`src/rtl/irq_agg_pkg.sv`:
```
package irq_agg_pkg;
  typedef struct packed {
    logic wrFlag;
    logic wrEnable;
    logic rdFlag;
    logic rdEnable;
  } irqStrobes_t;
endpackage

```
`src/rtl/irq_agg_ctrl.sv`:
```
module irq_agg_ctrl
  import irq_agg_pkg::*;
#(
  parameter int ADDR_W = 4,
  parameter logic [ADDR_W-1:0] FLAG_ADDR = 4'hD,
  parameter logic [ADDR_W-1:0] ENABLE_ADDR = 4'hE
) (
  input  logic [ADDR_W-1:0] busAddr,
  input  logic              busWrEn,
  output irqStrobes_t       strb
);
  logic hitFlag;
  logic hitEnable;

  assign hitFlag   = (busAddr == FLAG_ADDR);
  assign hitEnable = (busAddr == ENABLE_ADDR);

  always_comb begin
    strb          = '0;
    strb.rdFlag   = hitFlag;
    strb.rdEnable = hitEnable;
    strb.wrFlag   = hitFlag & busWrEn;
    strb.wrEnable = hitEnable & busWrEn;
  end
endmodule

```
`src/rtl/irq_agg_datapath.sv`:
```
module irq_agg_datapath
  import irq_agg_pkg::*;
#(
  parameter int NUM_SRC = 7,
  parameter int DATA_W  = 8
) (
  input  logic               clk,
  input  logic               rstN,
  input  irqStrobes_t        strb,
  input  logic [DATA_W-1:0]  busWrData,
  input  logic [NUM_SRC-1:0] srcSet,
  input  logic [NUM_SRC-1:0] srcClr,
  output logic [DATA_W-1:0]  busRdData,
  output logic [NUM_SRC-1:0] flagQ,
  output logic [NUM_SRC-1:0] enableQ,
  output logic               irqN
);
  localparam int MODE_BIT = DATA_W - 1;

  logic [NUM_SRC-1:0] wrMask;
  logic               pending;

  assign wrMask = busWrData[NUM_SRC-1:0];

  // One flag cell per source: a set pulse beats any clear in the same cycle.
  for (genvar i = 0; i < NUM_SRC; i++) begin : g_flag
    logic clrHit;
    assign clrHit = srcClr[i] | (strb.wrFlag & wrMask[i]);
    always_ff @(posedge clk or negedge rstN) begin
      if (!rstN)          flagQ[i] <= 1'b0;
      else if (srcSet[i]) flagQ[i] <= 1'b1;
      else if (clrHit)    flagQ[i] <= 1'b0;
    end
  end

  // Enable register: the mode bit chooses set or clear for the written ones.
  always_ff @(posedge clk or negedge rstN) begin
    if (!rstN) begin
      enableQ <= '0;
    end else if (strb.wrEnable) begin
      if (busWrData[MODE_BIT]) enableQ <= enableQ | wrMask;
      else                     enableQ <= enableQ & ~wrMask;
    end
  end

  assign pending = |(flagQ & enableQ);
  assign irqN    = ~pending;

  always_comb begin
    busRdData = '0;
    if (strb.rdFlag) begin
      busRdData[NUM_SRC-1:0] = flagQ;
      busRdData[MODE_BIT]    = pending;
    end else if (strb.rdEnable) begin
      busRdData[NUM_SRC-1:0] = enableQ;
    end
  end
endmodule

```
`src/rtl/irq_aggregate.sv`:
```
module irq_aggregate
  import irq_agg_pkg::*;
#(
  parameter int NUM_SRC = 7,
  parameter int DATA_W  = 8,
  parameter int ADDR_W  = 4,
  parameter logic [ADDR_W-1:0] FLAG_ADDR = 4'hD,
  parameter logic [ADDR_W-1:0] ENABLE_ADDR = 4'hE
) (
  input  logic               clk,
  input  logic               rstN,
  input  logic [ADDR_W-1:0]  busAddr,
  input  logic               busWrEn,
  input  logic [DATA_W-1:0]  busWrData,
  output logic [DATA_W-1:0]  busRdData,
  input  logic [NUM_SRC-1:0] srcSet,
  input  logic [NUM_SRC-1:0] srcClr,
  output logic               irqN
);
  irqStrobes_t        strb;
  logic [NUM_SRC-1:0] flagView;
  logic [NUM_SRC-1:0] enableView;

  irq_agg_ctrl #(
    .ADDR_W(ADDR_W),
    .FLAG_ADDR(FLAG_ADDR),
    .ENABLE_ADDR(ENABLE_ADDR)
  ) u_ctrl (
    .busAddr(busAddr),
    .busWrEn(busWrEn),
    .strb(strb)
  );

  irq_agg_datapath #(
    .NUM_SRC(NUM_SRC),
    .DATA_W(DATA_W)
  ) u_dp (
    .clk(clk),
    .rstN(rstN),
    .strb(strb),
    .busWrData(busWrData),
    .srcSet(srcSet),
    .srcClr(srcClr),
    .busRdData(busRdData),
    .flagQ(flagView),
    .enableQ(enableView),
    .irqN(irqN)
  );
endmodule

```
`config.mk`:
```
export PLATFORM = sky130hd
export DESIGN_NAME = irq_aggregate
export DESIGN_NICKNAME = d
export VERILOG_FILES = /design/src/rtl/irq_agg_pkg.sv /design/src/rtl/irq_agg_ctrl.sv /design/src/rtl/irq_agg_datapath.sv /design/src/rtl/irq_aggregate.sv
export SDC_FILE = /design/constraint.sdc
export NUM_CORES = 1
export LEC_CHECK = 0
export BUFFER_PORTS_ARGS = -buffer_cell sky130_fd_sc_hd__buf_2
export CORE_MARGIN = 2
export CORE_UTILIZATION = 48
export DETAILED_ROUTE_END_ITERATION = 10
export PLACE_DENSITY_LB_ADDON = 0.15
export SYNTH_ARGS = -nofsm -noshare
export SYNTH_HDL_FRONTEND = slang
export SYNTH_SLANG_ARGS = --single-unit
```
`constraint.sdc`:
```
create_clock -name clk -period 4.2 [get_ports clk]
set_clock_uncertainty 0.2 [all_clocks]
set_input_delay 1.05 -clock clk [delete_from_list [all_inputs] [get_ports clk]]
set_output_delay 1.05 -clock clk [all_outputs]
set_load 0.02 [all_outputs]
```
==> results of run 1 <==
==> area by class of cell <==
class | count | area, µm² | share of cell area
Multi-Input combinational cell | 51 | 381.6 | 0.3817
Sequential cell | 14 | 350.3 | 0.3504
Timing Repair Buffer | 37 | 185.2 | 0.1852
Clock buffer | 4 | 36.28 | 0.03630
Inverter | 7 | 26.28 | 0.02628
Tap cell | 16 | 20.02 | 0.02003
==> final timing paths <==
path | end | slack, ps | cells after the start
min in group asynchronous | u_dp.flagQ[2] | 450 | 1
setup / recovery | busRdData[3] | 860 | 5
max in group asynchronous | asynchronous set/reset pin | 3110 | 1
setup reg to reg | register | 3210 | 1
hold / removal | u_dp.flagQ[1] | 350 | 1
hold reg to reg | u_dp.flagQ[1] | 350 | 1
==> kinds of logic (layout without fill, tap and decap cells) <==
| kind of cell | after synthesis | in the layout | share of synthesized area |
|---|---|---|---|
| and+or+nand+nor | 27 | 27 | 0.1889 |
| buffers and inverters | 11 | 48 | 0.09444 |
| DFF | 14 | 14 | 0.4334 |
| muxes | 7 | 7 | 0.1114 |
| AOI/OAI and AO/OA | 17 | 17 | 0.1718 |
==> routing by layer <==
layer | vias to the layer above | GRT usage | share of wire
met3 | 0 | 0.05200 | 0.089
li1 | 352 | - | -
met2 | 32 | 0.3143 | 0.49
met1 | 346 | 0.2519 | 0.42
met4 | 0 | 0.05294 | 0
met5 | - | 0 | 0
==> cell usage after synthesis <==
cell / number / share of area
a22oi_1: 9 / 0.084
a31o_2: 7 / 0.076
nand2_1: 1 / 0.0046
a222oi_1: 1 / 0.012
nand3_2: 3 / 0.037
nor2_1: 7 / 0.033
and2b_2: 1 / 0.011
mux2_2: 4 / 0.056
buf_12: 1 / 0.025
dfrtp_1: 14 / 0.43
nor3b_1: 1 / 0.0093
nor2b_2: 1 / 0.011
buf_6: 2 / 0.028
buf_4: 1 / 0.0093
mux2_4: 3 / 0.056
and3_1: 2 / 0.015
inv_1: 7 / 0.033
nand3_1: 11 / 0.068
==> worst max-delay path, stage by stage <==
cell     delay (ps)
buf_2           110
nor2b_2         470
a22oi_1         170
nor2_1          110
buf_2           170
==> report_power, final <==
part,internal [mW],switching [mW]
logic,0.0410,0.0359
clock network,0.0527,0.0412
registers,0.153,0.0155
total,0.246,0.0926
==> through the flow <==
| step | instance area (µm²) | hold slack [ps] | util |
|---|---|---|---|
| global placement | 963.4 | 317.1 | 0.6250 |
| floorplan | 808.3 | 301.3 | - |
| finish | 999.7 | 350.5 | 0.6485 |
| CTS | 999.7 | 355.9 | 0.6485 |
| detailed placement | 963.4 | 336.5 | 0.6250 |
| global route | 999.7 | 375.9 | 0.6485 |
==> flow_metrics.tcl, run 1 <==
set metrics [dict create \
    drv_slew 0 \
    cts_buffers 3 \
    cts.sinks 14 \
    fin_nets 143 \
    ys_ff_latch 14 \
    syn_to_final_growth_pct 23.68 \
    ys_seq_area_frac 0.4334 \
    arrival_ps 2090 \
    drv_cap 0 \
    num_rows 14 \
    drtPass1Iterations 4 \
    syn_inst 76 \
    overflow 0 \
    stdcell_count 129 \
    setup_violations 0 \
    fp.coreArea_um2 1541 \
    dpl_worst_slack_ps 863.2 \
    drt_wl_total_um 1824 \
    grt_pass1_vias 670 \
    p_per_area_nw_per_um2 339.0 \
    drive_above_1_share 0.5310 \
    antenna_left 0 \
    worstPathRequired_ps 2950 \
    worst-setup-path-type "in -> out" \
    max_slew_margin 0.6054 \
    drt_iter0_drc 24 \
    die_h_um 45.04 \
    path_max_fanout 14 \
    setup_slack_ps 860.8 \
    cts-root-buf "clkbuf_4" \
    insertion_delay_ps 270 \
    clock.fmax_mhz 299.5 \
    ys_warn_count 0 \
    setup_tns_ps 0 \
    ir_drop_v 0.0001927 \
    dieArea_um2 2028 \
    fin_crit_ps 3339 \
    status "finished, final reports clean" \
    via_count 730 \
    p_total_mw 0.3389 \
    grt_usage 0.1926 \
    worstHoldStart "u_dp.flagQ[1]" \
    cts_tree "done" \
    diodes 0 \
    startpoint "busAddr[0]" \
    grt_antenna_before_repair 0 \
    post_drt_wl_per_cell_um 14.14 \
    fill_cells 150 \
    grt_max_degree 16 \
    ios 38 \
    gp_congestion 0.7405 \
    final_common_cell "buf_2" \
    yosysUniqueCellTypes 18 \
    synth.avg_cell_area_um2 10.64 \
    grt_pass1_wl_um 2835 \
    syn-num-nets 105 \
    start_kind "input pin" \
    postCtsSetupBuffers 0 \
    dp_hpwl_um 1385 \
    final_hold_viol_count 0 \
    final_cell_mix "buf_2, dfrtp_1, nand3_1" \
    syn_area_um2 808.3 \
    ctsResizeCount 0 \
    cts_hold_buf 0 \
    die_x_um 45.04 \
    tightest_slew_ps 592.0 \
    htree_levels 1 \
    end_kind "output pin" \
    vias_per_cell 5.659 \
    clkTransAtPathRegs_ps 80 \
    drc_errors 0 \
    placed_cells 125 \
    initial_core_util 0.5244 \
    port-buffer-count 37 \
    timing.final.crit_share 0.7950 \
    power_leakage_nw 0.5038 \
    rsz0062_at_grt "false" \
    hp-class "reg -> reg" \
    clockBufferDepth 2 \
]
Power figures use the tool's default switching activity.
==> run 2, diff against run 1 <==
Settings changed: CORE_UTILIZATION 48 to 45.
Clock period 4.2 ns to 3.3 ns, I/O delays scaled along.
==> flow_metrics.tcl, run 2 (synthesized netlist as in run 1, its figures left out) <==
set metrics [dict create \
    end_kind "output pin" \
    cts-root-buf "clkbuf_4" \
    insertion_delay_ps 280 \
    drive_above_1_share 0.5351 \
    antenna_left 0 \
    grt_usage 0.2092 \
    port-buffer-count 37 \
    clock.fmax_mhz 365.4 \
    start_kind "input pin" \
    tightest_slew_ps 542.5 \
    hp-class "in -> async" \
    drt_iter0_drc 9 \
    ir_drop_v 0.0002662 \
    worst-setup-path-type "in -> out" \
    dp_hpwl_um 1391 \
    diodes 0 \
    final_cell_mix "buf_2, dfrtp_1, nand3_1" \
    p_sw_frac 0.2846 \
    power.switching_mw 0.1250 \
    gp_congestion 0.7228 \
    timing.final.crit_share 0.8292 \
    p_per_area_nw_per_um2 431.3 \
    grt_pass1_wl_um 3167 \
    postCtsSetupBuffers 0 \
    ios 38 \
    drv_slew 0 \
    worstPathRequired_ps 2270 \
    die_h_um 46.38 \
    via_count 734 \
    grt_pass1_vias 728 \
    r2r_cells 1 \
    setup_tns_ps 0 \
    drt_wl_total_um 1873 \
    fin_nets 144 \
    grt_antenna_before_repair 0 \
    power_leakage_nw 0.5090 \
    num_rows 15 \
    multi_input_area_um2 381.6 \
    max_slew_margin 0.6383 \
    stdcell_count 139 \
    combPwrFrac 0.226 \
    rsz0062_at_grt "false" \
    fp.coreArea_um2 1708 \
    setup_violations 0 \
    drtPass1Iterations 4 \
    syn_to_final_growth_pct 26.01 \
    initial_core_util 0.4733 \
    fin_crit_ps 2736 \
    placed_cells 135 \
    path_max_fanout 15 \
    fill_cells 171 \
    drv_cap 0 \
    status "finished, final reports clean" \
    cts_buffers 3 \
    regArea_um2 350.3 \
    htree_levels 1 \
    die_x_um 46.38 \
    final_common_cell "buf_2" \
    final_hold_viol_count 0 \
    cts.sinks 14 \
    dieArea_um2 2151 \
    overflow 0 \
    drc_errors 0 \
    cts_tree "done" \
    reg2reg_slack_ps 2310 \
    pwr-share-seq 0.487 \
    cts_hold_buf 0 \
    arrival_ps 1710 \
    vias_per_cell 5.281 \
    grt_max_degree 16 \
    post_drt_wl_per_cell_um 13.47 \
    clockBufferDepth 2 \
    clkTransAtPathRegs_ps 90 \
    p_int_mw 0.3143 \
    p_clk_frac 0.288 \
    ctsResizeCount 0 \
]
-- run 2: worst max-delay path, cell delays in order --
cell	delay (ps)
buf_2	100
and2b_2	370
nor3b_1	220
buf_2	190
-- run 2: worst max-delay path by stage --
stage	startpoint	endpoint	slack, ps	cells past startpoint
floorplan	busAddr[1]	busRdData[7]	520	3
global placement	busAddr[1]	busRdData[7]	590	4
detailed placement	busAddr[1]	busRdData[7]	580	4
CTS	busAddr[1]	busRdData[7]	560	4
global route	busAddr[1]	busRdData[7]	470	4
finish	busAddr[1]	busRdData[7]	560	4
-- run 2: final cells by class --
type,count,share of cell area
clock buffers,4,0.03563
multi-input cells,51,0.3747
flip-flops and latches,14,0.3440
inverters,7,0.02580
well taps,25,0.03071
repair buffers,38,0.1892
-- run 2: through the flow --
| step | cell area (µm²) | worst slack, ps | util | hold WS (ps) | power, mW |
|---|---|---|---|---|---|
| 2_1_floorplan | 808.3 | 518.8 | - | 301.3 | 0.2778 |
| 3_3_place_gp | 982.2 | 592.0 | 0.5751 | 322.0 | 0.3117 |
| 3_5_place_dp | 982.2 | 575.7 | 0.5751 | 333.8 | 0.3160 |
| 4_1_cts | 1018 | 564.1 | 0.5963 | 228.5 | 0.4449 |
| 5_1_grt | 1018 | 469.9 | 0.5963 | 238.4 | 0.4655 |
| 6_report | 1018 | 563.6 | 0.5963 | 221.1 | 0.4393 |
-- run 2: layer usage --
| metal | vias to the layer above | global-route usage | part of all wire |
|---|---|---|---|
| met5 | - | 0 | 0 |
| met1 | 353 | 0.2623 | 0.40 |
| met4 | 0 | 0.08571 | 0.012 |
| met3 | 4 | 0.02353 | 0.050 |
| met2 | 23 | 0.3611 | 0.53 |
| li1 | 354 | - | - |
-- run 2: power by group through the flow --
stage	clock network [mW]	logic [mW]	registers [mW]
2_1_floorplan	0	0.0676	0.210
3_3_place_gp	0	0.0972	0.214
3_5_place_dp	0	0.0996	0.216
4_1_cts	0.132	0.100	0.213
5_1_grt	0.139	0.110	0.217
6_report	0.126	0.0991	0.214
==> run 3, diff against run 2 <==
Clock period 3.3 ns to 2.8 ns, I/O delays scaled along.
==> flow_metrics.tcl, run 3 (synthesized netlist as in run 1, its figures left out) <==
set metrics [dict create \
    grt_pass1_vias 665 \
    timing.final.crit_share 0.8907 \
    drt_iter0_drc 8 \
    overflow 0 \
    arrival_ps 1590 \
    cts_hold_buf 0 \
    drv_slew 0 \
    final_core_utilization 0.5883 \
    start_kind "input pin" \
    drv_cap 0 \
    clock.fmax_mhz 401.0 \
    drc_errors 0 \
    fin_crit_ps 2494 \
    cp_cell_sequence "buf_2 > and2b_2 > nor3b_1 > buf_2" \
    syn_to_final_growth_pct 24.30 \
    num_rows 15 \
    grt_antenna_before_repair 0 \
    setup_violations 0 \
    rsz0062_at_grt "false" \
    initial_core_util 0.4733 \
    die_h_um 46.38 \
    dp_hpwl_um 1320 \
    htree_levels 1 \
    vias_per_cell 5.138 \
    power_leakage_nw 0.5018 \
    dieArea_um2 2151 \
    tightest_slew_ps 545.8 \
    fin_area_um2 1005 \
    insertion_delay_ps 280 \
    p_per_area_nw_per_um2 480.1 \
    cts_tree "done" \
    clockBufferDepth 2 \
    final_common_cell "buf_2" \
    via_count 709 \
    postCtsSetupBuffers 0 \
    drive_above_1_share 0.5310 \
    slowest_delay_ps 370 \
    crit_buf_inv 2 \
    cp_slowest_cell "and2b_2" \
    ir_drop_v 0.0002890 \
    cts.sinks 14 \
    critPathTopFamily "simple AND/OR/NAND/NOR gates" \
    antenna_left 0 \
    end_kind "output pin" \
    ios 38 \
    grt_pass1_wl_um 3063 \
    diodes 0 \
    cts_buffers 3 \
    status "finished, final reports clean" \
    drt_wl_total_um 1790 \
    final_cell_mix "buf_2, dfrtp_1, nand3_1" \
    fin_nets 144 \
    die_x_um 46.38 \
    ctsResizeCount 0 \
    fp.coreArea_um2 1708 \
    port-buffer-count 37 \
    grt_usage 0.2052 \
    grt_max_degree 16 \
    clkTransAtPathRegs_ps 80 \
    max_slew_margin 0.6361 \
    placed_cell_area_um2 982.2 \
    worst-setup-path-type "in -> out" \
    post_drt_wl_per_cell_um 12.97 \
    setup_tns_ps 0 \
    final_hold_viol_count 0 \
    worstPathRequired_ps 1900 \
    cts-root-buf "clkbuf_4" \
    crit_path_frequent_cell "buf_2" \
    drtPass1Iterations 5 \
    gp_congestion 0.7283 \
    path_max_fanout 15 \
    hp-class "in -> async" \
]
-- run 3: cell types whose count changed in the layout (fill, tap and decap cells not counted), sizes merged --
| cell | before | now |
|---|---|---|
| clkbuf | 4 | 3 |
-- run 3: cell type report --
cell class | instances | area, µm²
Tap cell | 25 | 31.28
Sequential cell | 14 | 350.3
Inverter | 7 | 26.28
Fill cell | 172 | 703.2
Timing Repair Buffer | 38 | 192.7
Multi-Input combinational cell | 51 | 381.6
Clock buffer | 3 | 22.52
-- run 3: power by group --
part / switching, mW / internal [mW]
combinational: 0.0547 / 0.0623
clock: 0.0648 / 0.0499
sequential: 0.0217 / 0.229
total: 0.141 / 0.341
-- run 3: path summary, 6_finish.rpt --
kind                                    start                    endpoint  slack, ps  cells after the start
max in group asynchronous                rstN  asynchronous set/reset pin       2050                      1
worst min register to register  u_dp.flagQ[4]               u_dp.flagQ[4]        340                      1
min in group clk                u_dp.flagQ[4]               u_dp.flagQ[4]        340                      1
worst min-delay path                     rstN               u_dp.flagQ[3]        110                      1
worst max-delay path               busAddr[1]                busRdData[7]        310                      4
worst max register to register       register                    register       1820                      1
-- run 3: per-stage QoR --
stage          std cells  hold WS, ps  total power, mW  worst slack, ps
3_3_place_gp         135        323.2           0.3677            341.0
2_1_floorplan         76        204.4           0.3274            268.8
5_1_grt              138        116.3           0.5142            237.9
4_1_cts              138        114.8           0.4882            302.9
6_report             138        107.3           0.4824            306.0
3_5_place_dp         135        327.2           0.3715            309.7
-- run 3: metal layers --
metal  share of wire  track usage  up-vias
li1                -            -      351
met2            0.52       0.3361       22
met5               0            0        -
met3           0.055      0.03922        2
met1            0.41       0.2623      334
met4           0.012      0.08571        0
